<file path="src/rtl/perf_cnt_pkg.sv">
package perf_cnt_pkg;
  localparam int NUM_CNT = 2;
  localparam int MID_W   = 8;
  localparam int RSEL_W  = 4;
  localparam int EV_W    = 4;
  localparam int REG_W   = 32;
  localparam int ADDR_W  = 2;

  localparam logic [REG_W-1:0] CFG_MASK  = 32'hC00F_C00F;
  localparam logic [REG_W-1:0] SEL_MASK  = 32'h0FFF_0FFF;
  localparam logic [REG_W-1:0] CFG_RESET = 32'h0001_0000;

  localparam logic [ADDR_W-1:0] ADDR_CFG  = 2'd0;
  localparam logic [ADDR_W-1:0] ADDR_SEL  = 2'd1;
  localparam logic [ADDR_W-1:0] ADDR_CNT1 = 2'd2;
  localparam logic [ADDR_W-1:0] ADDR_CNT2 = 2'd3;

  localparam logic [RSEL_W-1:0] RSEL_SDRAM = 4'h0;
  localparam logic [RSEL_W-1:0] RSEL_REGS  = 4'h7;

  typedef enum logic [EV_W-1:0] {
    EV_ALL   = 4'd0,
    EV_READ  = 4'd1,
    EV_WRITE = 4'd2,
    EV_SLOW  = 4'd3
  } evCode_t;

  typedef struct packed {
    logic              mstEn;
    logic              regionEn;
    logic [EV_W-1:0]   evSel;
    logic [MID_W-1:0]  mstId;
    logic [RSEL_W-1:0] regionSel;
  } cntCfg_t;

  typedef struct packed {
    logic [NUM_CNT-1:0] clr;
  } ctrlStrobes_t;
endpackage

</file>
<file path="src/rtl/perf_cnt_ctrl.sv">
module perf_cnt_ctrl
  import perf_cnt_pkg::*;
#(
  parameter int CNT_W = 32
) (
  input  logic                            clk,
  input  logic                            rstN,
  input  logic                            regWrEn,
  input  logic [ADDR_W-1:0]               regAddr,
  input  logic [REG_W-1:0]                regWrData,
  output logic [REG_W-1:0]                regRdData,
  input  logic [NUM_CNT-1:0][CNT_W-1:0]   cntVal,
  output cntCfg_t [NUM_CNT-1:0]           cfg,
  output ctrlStrobes_t                    strobes
);
  logic [REG_W-1:0] cfgWord;
  logic [REG_W-1:0] selWord;

  // The configuration and select words are stored already masked, so the
  // reserved bits can never hold ones.
  always_ff @(posedge clk or negedge rstN) begin
    if (!rstN) begin
      cfgWord <= CFG_RESET;
      selWord <= '0;
    end else if (regWrEn) begin
      if (regAddr == ADDR_CFG) cfgWord <= regWrData & CFG_MASK;
      if (regAddr == ADDR_SEL) selWord <= regWrData & SEL_MASK;
    end
  end

  // Each counter's fields sit at the same offsets inside its own 16-bit half.
  always_comb begin
    for (int i = 0; i < NUM_CNT; i++) begin
      cfg[i].mstEn     = cfgWord[16*i+15];
      cfg[i].regionEn  = cfgWord[16*i+14];
      cfg[i].evSel     = cfgWord[16*i +: EV_W];
      cfg[i].mstId     = selWord[16*i +: MID_W];
      cfg[i].regionSel = selWord[16*i+8 +: RSEL_W];
    end
  end

  // A write to either filter word clears both counts; a write to a count
  // address clears only that count.
  always_comb begin
    for (int i = 0; i < NUM_CNT; i++) begin
      strobes.clr[i] = regWrEn &&
                       ((regAddr == ADDR_CFG) || (regAddr == ADDR_SEL) ||
                        (regAddr == ADDR_CNT1 + ADDR_W'(i)));
    end
  end

  always_comb begin
    unique case (regAddr)
      ADDR_CFG:  regRdData = cfgWord;
      ADDR_SEL:  regRdData = selWord;
      ADDR_CNT1: regRdData = REG_W'(cntVal[0]);
      default:   regRdData = REG_W'(cntVal[1]);
    endcase
  end
endmodule

</file>
<file path="src/rtl/perf_cnt_datapath.sv">
module perf_cnt_datapath
  import perf_cnt_pkg::*;
#(
  parameter int CNT_W     = 32,
  parameter int WAIT_W    = 8,
  parameter int LONG_WAIT = 8
) (
  input  logic                          clk,
  input  logic                          rstN,
  input  logic                          accValid,
  input  logic [MID_W-1:0]              accMaster,
  input  logic                          accIsReg,
  input  logic                          accWrite,
  input  logic [WAIT_W-1:0]             accWait,
  input  cntCfg_t [NUM_CNT-1:0]         cfg,
  input  ctrlStrobes_t                  strobes,
  output logic [NUM_CNT-1:0][CNT_W-1:0] cntVal
);
  localparam logic [WAIT_W-1:0] WAIT_LIMIT = WAIT_W'(LONG_WAIT);
  localparam logic [CNT_W-1:0]  CNT_MAX    = '1;

  logic slowAcc;
  assign slowAcc = accWait > WAIT_LIMIT;

  for (genvar i = 0; i < NUM_CNT; i++) begin : g_cnt
    logic evPass, mstPass, regionPass, hit;

    always_comb begin
      unique case (cfg[i].evSel)
        EV_ALL:   evPass = 1'b1;
        EV_READ:  evPass = !accWrite;
        EV_WRITE: evPass = accWrite;
        EV_SLOW:  evPass = slowAcc;
        default:  evPass = 1'b0;
      endcase
    end

    assign mstPass = !cfg[i].mstEn || (accMaster == cfg[i].mstId);

    always_comb begin
      if (!cfg[i].regionEn)                       regionPass = 1'b1;
      else if (cfg[i].regionSel == RSEL_SDRAM)    regionPass = !accIsReg;
      else if (cfg[i].regionSel == RSEL_REGS)     regionPass = accIsReg;
      else                                        regionPass = 1'b0;
    end

    assign hit = accValid && evPass && mstPass && regionPass;

    // A clear wins over a same-cycle hit; a full counter holds its value.
    always_ff @(posedge clk or negedge rstN) begin
      if (!rstN)                          cntVal[i] <= '0;
      else if (strobes.clr[i])            cntVal[i] <= '0;
      else if (hit && cntVal[i] != CNT_MAX) cntVal[i] <= cntVal[i] + 1'b1;
    end
  end
endmodule

</file>
<file path="src/rtl/mem_perf_counters.sv">
module mem_perf_counters
  import perf_cnt_pkg::*;
#(
  parameter int CNT_W     = 32,
  parameter int WAIT_W    = 8,
  parameter int LONG_WAIT = 8
) (
  input  logic              clk,
  input  logic              rstN,
  input  logic              accValid,
  input  logic [7:0]        accMaster,
  input  logic              accIsReg,
  input  logic              accWrite,
  input  logic [WAIT_W-1:0] accWait,
  input  logic              regWrEn,
  input  logic [1:0]        regAddr,
  input  logic [31:0]       regWrData,
  output logic [31:0]       regRdData
);
  cntCfg_t [NUM_CNT-1:0]         cfg;
  ctrlStrobes_t                  strobes;
  logic [NUM_CNT-1:0][CNT_W-1:0] cntVal;
  logic [NUM_CNT-1:0]            clrVec;

  assign clrVec = strobes.clr;

  perf_cnt_ctrl #(.CNT_W(CNT_W)) u_ctrl (
    .clk(clk), .rstN(rstN),
    .regWrEn(regWrEn), .regAddr(regAddr), .regWrData(regWrData),
    .regRdData(regRdData), .cntVal(cntVal), .cfg(cfg), .strobes(strobes)
  );

  perf_cnt_datapath #(.CNT_W(CNT_W), .WAIT_W(WAIT_W), .LONG_WAIT(LONG_WAIT)) u_dp (
    .clk(clk), .rstN(rstN),
    .accValid(accValid), .accMaster(accMaster), .accIsReg(accIsReg),
    .accWrite(accWrite), .accWait(accWait),
    .cfg(cfg), .strobes(strobes), .cntVal(cntVal)
  );
endmodule

</file>
<file path="config.mk">
export PLATFORM = sky130hd
export DESIGN_NAME = mem_perf_counters
export DESIGN_NICKNAME = d
export VERILOG_FILES = /design/src/rtl/perf_cnt_pkg.sv /design/src/rtl/perf_cnt_ctrl.sv /design/src/rtl/perf_cnt_datapath.sv /design/src/rtl/mem_perf_counters.sv
export SDC_FILE = /design/constraint.sdc
export NUM_CORES = 1
export LEC_CHECK = 0
export ABC_AREA = 1
export BUFFER_PORTS_ARGS = -buffer_cell sky130_fd_sc_hd__buf_2
export CORE_UTILIZATION = 45
export DETAILED_ROUTE_END_ITERATION = 10
export PLACE_DENSITY_LB_ADDON = 0.1
export RECOVER_POWER = 25
export SYNTH_ARGS = -nofsm -noshare
export SYNTH_HDL_FRONTEND = slang
export SYNTH_SLANG_ARGS = --single-unit
</file>
<file path="constraint.sdc">
create_clock -name clk -period 1.59 [get_ports clk]
set_input_delay 0 -clock clk [delete_from_list [all_inputs] [get_ports clk]]
set_output_delay 0 -clock clk [all_outputs]
set_load 0.1 [all_outputs]
</file>
==> qor.yml, run 1 <==
status:
  status: "finished, violations left"
  violations: "setup timing"
global_routing:
  first_global_vias: 7464
  grt_first_pass_wirelength_um: 38800
  global_route.usage.total: 0.314
  antenna_violations_before_repair: 0
  pin_count_of_the_biggest_net_entering_global_routing: 51
  remaining_global_route_overflow: 0
sta:
  timing.final.setup_violations: 65
  fmax_mhz: 576
  finClkSkew_ns: 0.00752
  final.period_utilization: 1.09
  rsz0062_at_grt: "yes"
  timing_max_transition_violations_final: 0
  post-route-min-period_ns: 1.73
  hold-worst-slack_ns: 0.138
  post-route-worst-setup-slack_ns: -0.145
  max_slew.worst_pin.slew_ns: 0.707
  timing.final.hold_violations: 0
  setup-tns-final_ns: -6.05
  slew-limit-headroom: 0.529
detailed_routing:
  drcViolationCount: 0
  detail_route.iter0.violations: 574
  vias_per_cell: 5.31
  dr_total_vias: 7871
  routed_wl_um: 25100
  drt_pre_antenna_iters: 5
  detail-route-antenna-nets: 0
  routed_wire_length_per_instance_um: 16.9
placement:
  place_congestion: 0.922
  post-place-ws_ns: -0.120
  post-place-cells: 1422
  place_hpwl_um: 18200
  placement.io_buffers: 83
critical_path:
  worst_ep_arrival_time_ns: 2.04
  timing.critical_path.cells: "inv_1, nand2_1, nand2_1, nand2_1, nor2_2, nand2_1, nand2_2, nand2_2, nor2_4, clkbuf_16, nand3_2, nand2_1"
  crit_path_frequent_cell: "sky130_fd_sc_hd__nand2_1"
  required_ns: 1.89
  crit_path_max_incr_delay_ns: 0.38
  worst-setup-path-type: "reg2reg"
  cp_max_fo: 6
  crit_path_end_kind: "flop"
  library_cell_contributing_the_largest_single_delay_on_the_critical_path: "sky130_fd_sc_hd__dfrtp_1"
  start_kind: "flop"
cells_and_area:
  n_antenna_cell: 0
  mostFrequentLayoutCell: "sky130_fd_sc_hd__nand2_1"
  most-common-layout-cells: "sky130_fd_sc_hd__nand2_1 (329), sky130_fd_sc_hd__buf_4 (130), sky130_fd_sc_hd__inv_1 (117), sky130_fd_sc_hd__nor2_1 (111), sky130_fd_sc_hd__dfrtp_1 (98)"
  syn2layout_area_growth_pct: 48.6
  instances_no_fill: 1483
  post_route_cells_drive_above_1_share: 0.300
  finish.net_count: 1348
cts:
  cts_num_sinks: 100
  worst_skew_pair.late_latency_ns: 0.36
  h-tree-depth: 3
  numCtsBuffers: 9
  clk_pin_slew_worst_paths_ns: 0.07
  tritoncts: "done"
  cts_max_path_buffers: 2
  cts_root_buffer: "sky130_fd_sc_hd__clkbuf_16"
flow_run:
  maxCapViolations: 0
synth:
  synthesis.instances: 1052
  synth-warning-count: 0
  syn-mean-instance-area_um2: 6.68
  synthesis.nets: 1110
  ys_seq_elements: 100
  synthesis.area_um2: 7030
  ys_types: 37
  yosysSeqAreaShare: 0.356
floorplanning:
  floorplan.die_area_um2: 16100
  die_width_um: 127
  pin_count: 88
  core_um2: 15200
  dieHeight_um: 127
  initial_utilization: 0.462
  fp-row-count: 45
power:
  power.density_nw_per_um2: 710
  cellLeakagePower_nw: 5.17
  peakVddDrop_mv: 0.541
worst_hold_path:
  hold_class: "in2reg"
==> critical path, delay by kind of cell, from the launching register on <==
kind,cells,cell delay [ns]
flip-flops,1,0.38
buffers and inverters,2,0.31
AND/OR/NAND/NOR,10,0.99
==> power breakdown <==
part	internal (mW)	leakage, nW	total [mW]	switching [mW]
Clock	1.31	0.152	2.37	1.06
Combinational	0.846	3.70	2.20	1.36
Sequential	2.71	1.31	2.85	0.147
==> synth_stat cells, drive strengths merged <==
master | number | area, µm²
and2 | 2 | 12.5
clkinv | 1 | 3.75
clkbuf | 21 | 78.8
buf | 19 | 154
nand3 | 134 | 691
o21ai | 25 | 125
nor3b | 2 | 15.0
xor2 | 38 | 333
nor3 | 4 | 20.0
inv | 129 | 484
a21o | 1 | 7.51
o221ai | 12 | 105
dfstp | 1 | 26.3
nand4 | 39 | 250
o22ai | 5 | 31.3
mux2 | 9 | 101
xnor2 | 8 | 70.1
nor2 | 129 | 537
ha | 2 | 25.0
dfrtp | 99 | 2480
a21oi | 17 | 85.1
o211ai | 5 | 37.5
o2111ai | 2 | 17.5
mux2i | 1 | 10.0
a221oi | 2 | 17.5
nand2 | 345 | 1320
==> cell type report <==
| type | count | area, µm² |
|---|---|---|
| well taps | 188 | 235 |
| repair buffers | 267 | 2570 |
| flip-flops and latches | 100 | 2500 |
| inverters | 130 | 505 |
| clock inverters | 5 | 60.1 |
| fillers | 1317 | 4760 |
| clock buffers | 11 | 253 |
| multi-input cells | 782 | 4310 |
==> layer usage <==
metal | wire (µm) | track usage | vias up
met5 | 0 | 0 | -
met4 | 1130 | 0.145 | 0
met3 | 1370 | 0.0436 | 67
met2 | 12100 | 0.520 | 265
met1 | 10500 | 0.409 | 3699
li1 | - | - | 3840
==> state kept, by name (all words and copies together), names as in the netlist <==
signal,count
u_ctrl.cfgWord,12
u_ctrl.selWord,24
u_dp.cntVal,64
==> stage by stage <==
stage                     area (µm²)  power, mW  utilization
after floorplan                 7290       4.01            -
final                          10400       7.42        0.687
after CTS                      10100       7.32        0.663
after global placement          9330       4.82        0.613
after global routing           10400       7.67        0.687
after detailed placement        9330       4.84        0.613
==> path summary, 6_finish.rpt <==
path	slack, ns	endpoint	startpoint	depth (start not counted)
max	-0.14	u_dp.cntVal[19]	u_ctrl.selWord[4]	12
min reg2reg	0.52	u_ctrl.cfgWord[2]	u_ctrl.cfgWord[2]	2
max reg2reg	-0.14	u_dp.cntVal[19]	u_ctrl.selWord[4]	12
min	0.14	u_ctrl.cfgWord[31]	regWrEn	3
max in group asynchronous	0.20	u_dp.cntVal[16]	rstN	3
min in group asynchronous	0.20	u_ctrl.selWord[7]	rstN	2
==> logic make-up (layout without fill, tap and decap cells) <==
| kind of cell | Yosys count | in the layout | synth area share |
|---|---|---|---|
| and+or+nand+nor | 655 | 655 | 0.404 |
| buffers and inverters | 170 | 413 | 0.103 |
| DFF | 100 | 100 | 0.356 |
| AOI/OAI and AO/OA | 69 | 69 | 0.0607 |
| xor gates and xnor gates | 46 | 46 | 0.0573 |
| muxes | 10 | 10 | 0.0158 |
| adders and majority gates | 2 | 2 | 0.00356 |
==> what timing repair did <==
item                       in CTS  in global routing
hold endpoints to repair      136                  0
gates resized for setup        25                 59
pin swaps                      17                 22
setup endpoints to repair      68                 71
cloned                          1                  6
setup buffers                   4                  6
hold buffers                   29                  0
No activity file was read; power rests on OpenSTA's default activity.
==> inputs of run 2 (changes only) <==
--- a/config.mk
+++ b/config.mk
@@ -13,4 +13,5 @@
 export RECOVER_POWER = 25
 export SYNTH_ARGS = -nofsm -noshare
 export SYNTH_HDL_FRONTEND = slang
+export SYNTH_HIERARCHICAL = 1
 export SYNTH_SLANG_ARGS = --single-unit
==> qor.yml, run 2 <==
synth:
  synth_top_family_by_area: "simple AND/OR/NAND/NOR gates"  # unchanged
  synth_edf_count: 0  # unchanged
  yosysSeqAreaShare: 0.339  # was 0.356
  ys_seq_elements: 100  # unchanged
  ys_types: 33  # was 37
  synthesis.nets: 1235  # was 1110
  synthTopCellsByCount: "sky130_fd_sc_hd__nand2_1 (520), sky130_fd_sc_hd__nand3_1 (154), sky130_fd_sc_hd__nor2_1 (153)"  # was sky130_fd_sc_hd__nand2_1 (339), sky130_fd_sc_hd__nand3_1 (130), sky130_fd_sc_hd__inv_1 (126)
  synth_fa_ha_area_frac: 0.00339  # was 0.00356
  synthesis.area_um2: 7390  # was 7030 µm²
  synth.most_common_cell: "sky130_fd_sc_hd__nand2_1"  # unchanged
  yosys.area.top_type_share: 0.335  # was 0.352
  netlist_top_cells_area: "sky130_fd_sc_hd__dfrtp_1 (34%), sky130_fd_sc_hd__nand2_1 (26%), sky130_fd_sc_hd__nand3_1 (10%)"  # was sky130_fd_sc_hd__dfrtp_1 (35%), sky130_fd_sc_hd__nand2_1 (18%), sky130_fd_sc_hd__nand3_1 (9.3%)
  synth_simple_gate_area_frac: 0.520  # was 0.404
  synth_top_cell_by_area: "sky130_fd_sc_hd__dfrtp_1"  # unchanged
  synth_compound_gate_area_share: 0.00440  # was 0.0607
  post_synth_xor_area_fraction: 0.0427  # was 0.0573
  yosys_most_used_dff: "sky130_fd_sc_hd__dfrtp_1"  # unchanged
  async_reset_ff_frac: 1.00  # unchanged
  muxShareOfSynthArea: 0  # was 0.0158
  synthesis.instances: 1177  # was 1052
  syn-mean-instance-area_um2: 6.28  # was 6.68 µm²
  synth-warning-count: 6  # was 0
detailed_routing:
  routed_wl_um: 26400  # was 25100 µm
  dr_total_vias: 8512  # was 7871
  detail-route-antenna-nets: 0  # unchanged
  drcViolationCount: 0  # unchanged
  drt_pre_antenna_iters: 5  # unchanged
  routed_wire_length_per_instance_um: 16.2  # was 16.9 µm
  vias_per_cell: 5.20  # was 5.31
  detail_route.iter0.violations: 729  # was 574
cts:
  numCtsBuffers: 9  # unchanged
  cts_num_sinks: 100  # unchanged
  tritoncts: "done"  # unchanged
  cts_max_path_buffers: 2  # unchanged
  cts_root_buffer: "sky130_fd_sc_hd__clkbuf_16"  # unchanged
  h-tree-depth: 3  # unchanged
  worst_skew_pair.late_latency_ns: 0.36  # about the same
  clk_pin_slew_worst_paths_ns: 0.08  # was 0.07 ns
status:
  status: "finished, violations left"  # unchanged
  violations: "setup timing"  # unchanged
global_routing:
  grt_first_pass_wirelength_um: 39500  # was 38800 µm
  remaining_global_route_overflow: 0  # unchanged
  antenna_violations_before_repair: 0  # unchanged
  global_route.usage.total: 0.310  # was 0.314
  first_global_vias: 7566  # was 7464
  pin_count_of_the_biggest_net_entering_global_routing: 35  # was 51
placement:
  post-place-ws_ns: -0.220  # was -0.120 ns
  placement.cell_area_um2: 9370  # was 9330 µm²
  place_congestion: 0.959  # was 0.922
  place_hpwl_um: 19200  # was 18200 µm
  placement.io_buffers: 83  # unchanged
critical_path:
  library_cell_contributing_the_largest_single_delay_on_the_critical_path: "sky130_fd_sc_hd__dfrtp_1"  # unchanged
  endpoint: "u_dp/cntVal[57]"  # was u_dp.cntVal[19]
  worst_ep_arrival_time_ns: 2.03  # was 2.04 ns
  cp_max_fo: 3  # was 6
  setup.worst_path.start: "u_dp/cntVal[38]"  # was u_ctrl.selWord[4]
  critical_path_depth: 12  # unchanged
  timing.critical_path.cells: "buf_4, buf_4, nand2_2, nor2_2, nand4_1, nor2_4, nand2_1, nand2_1, nand2_1, nor2_1, nand2_1, nand2_1"  # was inv_1, nand2_1, nand2_1, nand2_1, nor2_2, nand2_1, nand2_2, nand2_2, nor2_4, clkbuf_16, nand3_2, nand2_1
  crit_path_end_kind: "flop"  # unchanged
  timing.rr.start: "u_dp/cntVal[38]"  # was u_ctrl.selWord[4]
  crit_path_frequent_cell: "sky130_fd_sc_hd__nand2_1"  # unchanged
  rr_endpoint: "u_dp/cntVal[57]"  # was u_dp.cntVal[19]
  start_kind: "flop"  # unchanged
  worst-setup-path-type: "reg2reg"  # unchanged
  critical_path.top_delay_family: "simple AND/OR/NAND/NOR gates"  # unchanged
  required_ns: 1.89  # about the same
  critical_path.n_buffers_inverters: 2  # unchanged
  crit_path_max_incr_delay_ns: 0.39  # was 0.38 ns
  depth_of_the_most_critical_reg_to_reg_path: 12  # unchanged
  setup.reg_to_reg.worst_slack_ns: -0.14  # about the same
power:
  peakVddDrop_mv: 0.680  # was 0.541 mV
  power.density_nw_per_um2: 754  # was 710 nW/µm²
  cellLeakagePower_nw: 5.14  # was 5.17 nW
flow_run:
  maxCapViolations: 0  # unchanged
cells_and_area:
  n_antenna_cell: 0  # unchanged
  post_route_cells_drive_above_1_share: 0.263  # was 0.300
  largest_register: "u_dp/cntVal"  # was u_dp.cntVal
  ff_latch_area_um2: 2500  # unchanged
  multi_input_comb_area_um2: 4640  # was 4310 µm²
  fillerInstances: 1439  # was 1317
  mostFrequentLayoutCell: "sky130_fd_sc_hd__nand2_1"  # unchanged
  reg_top3: "u_dp/cntVal: 64 flops, u_ctrl/selWord: 24 flops, u_ctrl/cfgWord: 12 flops"  # was u_dp.cntVal: 64 flops, u_ctrl.selWord: 24 flops, u_ctrl.cfgWord: 12 flops
  largest_register_ffs: 64  # unchanged
  most-common-layout-cells: "sky130_fd_sc_hd__nand2_1 (507), sky130_fd_sc_hd__buf_4 (144), sky130_fd_sc_hd__nor2_1 (131), sky130_fd_sc_hd__nand3_1 (119), sky130_fd_sc_hd__dfrtp_1 (98)"  # was sky130_fd_sc_hd__nand2_1 (329), sky130_fd_sc_hd__buf_4 (130), sky130_fd_sc_hd__inv_1 (117), sky130_fd_sc_hd__nor2_1 (111), sky130_fd_sc_hd__dfrtp_1 (98)
  finish.net_count: 1473  # was 1348
  final_cell_area_um2: 10600  # was 10400 µm²
  syn2layout_area_growth_pct: 42.9  # was 48.6%
sta:
  slew-limit-headroom: 0.351  # was 0.529
  final.period_utilization: 1.09  # about the same
  rsz0062_at_grt: "yes"  # unchanged
  post-route-worst-setup-slack_ns: -0.141  # was -0.145 ns
  finClkSkew_ns: 0.00976  # was 0.00752 ns
  timing_max_transition_violations_final: 0  # unchanged
  timing.final.setup_violations: 64  # was 65
  post-route-min-period_ns: 1.73  # about the same
  fmax_mhz: 578  # was 576 MHz
  max_slew.worst_pin.slew_ns: 0.974  # was 0.707 ns
  timing.final.hold_violations: 0  # unchanged
floorplanning:
  initial_utilization: 0.464  # was 0.462
  die_width_um: 130  # was 127 µm
  core_um2: 15900  # was 15200 µm²
  dieHeight_um: 130  # was 127 µm
  floorplan.die_area_um2: 16900  # was 16100 µm²
  pin_count: 88  # unchanged
  fp-row-count: 46  # was 45
worst_hold_path:
  hold_class: "in2reg"  # unchanged
  min-delay-start: "regWrEn"  # unchanged
run 2: cell types whose count changed after synthesis, moves of 22 or more:
cell,before,now
sky130_fd_sc_hd__inv_1,126,85
sky130_fd_sc_hd__nand2_1,339,520
sky130_fd_sc_hd__nand3_1,130,154
sky130_fd_sc_hd__nand4_1,38,16
sky130_fd_sc_hd__nor2_1,120,153
sky130_fd_sc_hd__o21ai_0,24,1
sky130_fd_sc_hd__xor2_1,38,11
run 2: tightest hold or removal path, delay by kind of cell:
| kind | cells | cell delay (ns) |
|---|---|---|
| buffers and inverters | 2 | 0.30 |
| AND/OR/NAND/NOR | 2 | 0.15 |
run 2: cell families after synthesis:
kind of cell    after synthesis
xor+xnor                     36
flops                       100
fa+ha+maj                     2
buf+inv                     133
compound gates                5
simple gates                901
run 2: repair_timing:
action,CTS,global route
setup buffers,0,9
pin swaps,1,52
hold buffers,29,0
hold endpoints to repair,65,0
resized for setup,25,70
setup endpoints to repair,64,65
gates cloned,0,7
run 2: how the worst min path moves through the flow:
stage                     depth (start not counted)            endpoint  slack (ns)
after floorplan                                   0   u_ctrl/cfgWord[0]       -0.30
after global placement                            1     u_dp/cntVal[28]     -0.0001
after detailed placement                          1     u_dp/cntVal[14]       0.007
after CTS                                         4  u_ctrl/cfgWord[16]         0.1
after global routing                              4  u_ctrl/cfgWord[16]        0.12
final                                             4  u_ctrl/cfgWord[16]        0.11
run 2: per-stage QoR:
stage	hold slack [ns]	TNS (ns)	cells	utilization	power (mW)
2_1_floorplan	-0.296	-3.51	1177	-	4.35
3_3_place_gp	-0.000142	-6.80	1575	0.588	5.30
3_5_place_dp	0.00673	-9.04	1575	0.588	5.33
4_1_cts	0.0960	-1.86	1620	0.631	7.74
5_1_grt	0.116	-11.32	1636	0.663	8.27
6_report	0.111	-5.66	1636	0.663	7.96
run 2: final cells by class:
type                            instances  area share
Clock buffer                           11      0.0230
Clock inverter                          5     0.00569
Inverter                               89      0.0328
Multi-Input combinational cell        947       0.439
Sequential cell                       100       0.237
Tap cell                              216      0.0256
Timing Repair Buffer                  268       0.236
run 2: metal layers:
metal,GRT usage,routed length (µm),vias up
li1,-,-,4144
met1,0.430,11800,3976
met2,0.499,12300,351
met3,0.0299,1620,41
met4,0.122,625,0
met5,0,0,-
run 2: where the power goes:
| part | switching [mW] | internal, mW | leakage [nW] |
|---|---|---|---|
| registers | 0.226 | 2.76 | 1.33 |
| logic | 1.62 | 1.01 | 3.66 |
| clock network | 1.07 | 1.28 | 0.147 |
| total | 2.91 | 5.05 | 5.14 |
==> inputs of run 3 (changes only) <==
--- a/config.mk
+++ b/config.mk
@@ -8,6 +8,7 @@
 export ABC_AREA = 1
 export BUFFER_PORTS_ARGS = -buffer_cell sky130_fd_sc_hd__buf_2
 export CORE_UTILIZATION = 45
+export CTS_BUF_LIST = sky130_fd_sc_hd__clkbuf_16
 export DETAILED_ROUTE_END_ITERATION = 10
 export PLACE_DENSITY_LB_ADDON = 0.1
 export RECOVER_POWER = 25
==> qor.yml, run 3 (synthesized netlist as in run 2, its figures left out) <==
power:
  cell_internal_pwr_mw: 5.06  # was 5.05 mW
  seq_power_share: 0.372  # was 0.375
  peakVddDrop_mv: 0.672  # was 0.680 mV
  cellLeakagePower_nw: 5.23  # was 5.14 nW
  clock_network_power_share: 0.286  # was 0.294
  total_switching_power_mw: 3.00  # was 2.91 mW
  swShare: 0.372  # was 0.366
  power.density_nw_per_um2: 750  # was 754 nW/µm²
  portion_of_total_power_attributed_to_combinational_logic: 0.342  # was 0.331
critical_path:
  worst-setup-path-type: "reg2reg"  # unchanged
  crit_path_end_kind: "flop"  # unchanged
  worst_ep_arrival_time_ns: 2.02  # was 2.03 ns
  required_ns: 1.85  # was 1.89 ns
  start_kind: "flop"  # unchanged
  cp_max_fo: 8  # was 3
cells_and_area:
  syn2layout_area_growth_pct: 45.5  # was 42.9%
  most-common-layout-cells: "sky130_fd_sc_hd__nand2_1 (500), sky130_fd_sc_hd__buf_4 (149), sky130_fd_sc_hd__nor2_1 (127), sky130_fd_sc_hd__nand3_1 (116), sky130_fd_sc_hd__dfrtp_1 (98)"  # was sky130_fd_sc_hd__nand2_1 (507), sky130_fd_sc_hd__buf_4 (144), sky130_fd_sc_hd__nor2_1 (131), sky130_fd_sc_hd__nand3_1 (119), sky130_fd_sc_hd__dfrtp_1 (98)
  final_cell_area_um2: 10800  # was 10600 µm²
  post-route-util: 0.675  # was 0.663
  post_route_cells_drive_above_1_share: 0.280  # was 0.263
  finish.net_count: 1483  # was 1473
  fillerInstances: 1413  # was 1439
  n_antenna_cell: 0  # unchanged
  mostFrequentLayoutCell: "sky130_fd_sc_hd__nand2_1"  # unchanged
  largest_register: "u_dp/cntVal"  # unchanged
  reg_top3: "u_dp/cntVal: 64 flops, u_ctrl/selWord: 24 flops, u_ctrl/cfgWord: 12 flops"  # unchanged
  largest_register_ffs: 64  # unchanged
cts:
  cts_root_buffer: "sky130_fd_sc_hd__clkbuf_16"  # unchanged
  cts_num_sinks: 100  # unchanged
  numCtsBuffers: 9  # unchanged
  cts_max_path_buffers: 2  # unchanged
  tritoncts: "done"  # unchanged
  clk_pin_slew_worst_paths_ns: 0.08  # about the same
  worst_skew_pair.late_latency_ns: 0.36  # about the same
  h-tree-depth: 3  # unchanged
detailed_routing:
  dr_total_vias: 8590  # was 8512
  detail-route-antenna-nets: 0  # unchanged
  routed_wl_um: 27300  # was 26400 µm
  drcViolationCount: 0  # unchanged
  drt_pre_antenna_iters: 5  # unchanged
  vias_per_cell: 5.22  # was 5.20
  detail_route.iter0.violations: 748  # was 729
  routed_wire_length_per_instance_um: 16.6  # was 16.2 µm
sta:
  final.period_utilization: 1.11  # was 1.09
  slew-limit-headroom: 0.351  # about the same
  post-route-min-period_ns: 1.77  # was 1.73 ns
  rsz0062_at_grt: "yes"  # unchanged
  timing.final.setup_violations: 64  # unchanged
  fmax_mhz: 566  # was 578 MHz
  hold-worst-slack_ns: 0.111  # about the same
  timing_max_transition_violations_final: 0  # unchanged
  post-route-worst-setup-slack_ns: -0.176  # was -0.141 ns
  finClkSkew_ns: 0.00978  # was 0.00976 ns
  max_slew.worst_pin.slew_ns: 0.974  # about the same
  timing.final.hold_violations: 0  # unchanged
global_routing:
  first_global_vias: 7576  # was 7566
  grt_first_pass_wirelength_um: 39600  # was 39500 µm
  pin_count_of_the_biggest_net_entering_global_routing: 35  # unchanged
  remaining_global_route_overflow: 0  # unchanged
  global_route.usage.total: 0.311  # was 0.310
  antenna_violations_before_repair: 0  # unchanged
floorplanning:
  dieHeight_um: 130  # unchanged
  pin_count: 88  # unchanged
  initial_utilization: 0.464  # unchanged
  die_width_um: 130  # unchanged
  floorplan.die_area_um2: 16900  # unchanged
  core_um2: 15900  # unchanged
  fp-row-count: 46  # unchanged
worst_hold_path:
  hold_class: "in2reg"  # unchanged
status:
  status: "finished, violations left"  # unchanged
  violations: "setup timing"  # unchanged
flow_run:
  maxCapViolations: 0  # unchanged
placement:
  post-place-ws_ns: -0.220  # unchanged
  place_congestion: 0.959  # unchanged
  placement.io_buffers: 83  # unchanged
  placement.cell_area_um2: 9370  # unchanged
  place_hpwl_um: 19200  # unchanged
run 3: layout make-up:
| cell class | count | area [µm²] | share of cell area |
|---|---|---|---|
| timing repair buffer | 276 | 2590 | 0.241 |
| sequential | 100 | 2500 | 0.233 |
| inverter | 89 | 347 | 0.0322 |
| clock inverter | 7 | 67.6 | 0.00628 |
| tap | 216 | 270 | 0.0251 |
| clock buffer | 9 | 225 | 0.0209 |
| multi-input combinational | 949 | 4750 | 0.441 |
run 3: repair_timing:
action | 4_1_cts | 5_1_grt
gates cloned | 0 | 10
hold buffers | 29 | 0
setup buffers | 0 | 16
setup endpoints to repair | 64 | 65
pin swaps | 1 | 55
endpoints found under the hold margin | 65 | 0
resized for setup | 25 | 93
run 3: path summary, 6_finish.rpt:
check	slack, ns	end	from	cells after the start
max	-0.18	u_dp/cntVal[3]	u_dp/cntVal[8]	10
min	0.11	u_ctrl/cfgWord[16]	regWrEn	4
min reg2reg	0.52	u_ctrl/selWord[6]	u_ctrl/selWord[6]	2
max in group asynchronous	0.24	u_dp/cntVal[34]	rstN	3
min in group asynchronous	0.32	u_dp/cntVal[28]	rstN	2
max reg2reg	-0.18	u_dp/cntVal[3]	u_dp/cntVal[8]	10
run 3: power by group through the flow:
stage | Combinational, mW | Clock, mW | Sequential (mW)
final | 2.75 | 2.31 | 3.00
after global routing | 2.93 | 2.40 | 3.03
after CTS | 2.41 | 2.32 | 2.97
after detailed placement | 2.31 | 0 | 3.02
after global placement | 2.30 | 0 | 3.00
after floorplan | 1.34 | 0 | 3.00
run 3: per-stage QoR:
stage / total power, mW / setup TNS (ns) / instances
after CTS: 7.70 / -1.87 / 1620
after global routing: 8.36 / -11.75 / 1646
after global placement: 5.30 / -6.80 / 1575
after detailed placement: 5.33 / -9.04 / 1575
final: 8.06 / -6.80 / 1646
after floorplan: 4.35 / -3.51 / 1177
run 3: layer usage:
| layer | track usage | vias up | share of wire |
|---|---|---|---|
| li1 | - | 4175 | - |
| met1 | 0.430 | 4045 | 0.45 |
| met5 | 0 | - | 0 |
| met4 | 0.122 | 0 | 0.026 |
| met3 | 0.0299 | 41 | 0.058 |
| met2 | 0.503 | 329 | 0.47 |
run 3: critical path: stages (launching register included):
cell and delay, ns:
sky130_fd_sc_hd__dfrtp_1 0.43, sky130_fd_sc_hd__nand2_2 0.11, sky130_fd_sc_hd__nor2_1 0.15, sky130_fd_sc_hd__nand2_1 0.13, sky130_fd_sc_hd__nor2_4 0.15, sky130_fd_sc_hd__nand3_2 0.11, sky130_fd_sc_hd__nand4_4 0.14, sky130_fd_sc_hd__buf_12 0.16
sky130_fd_sc_hd__nand2_4 0.12, sky130_fd_sc_hd__nand2_1 0.11, sky130_fd_sc_hd__nand2_1 0.05
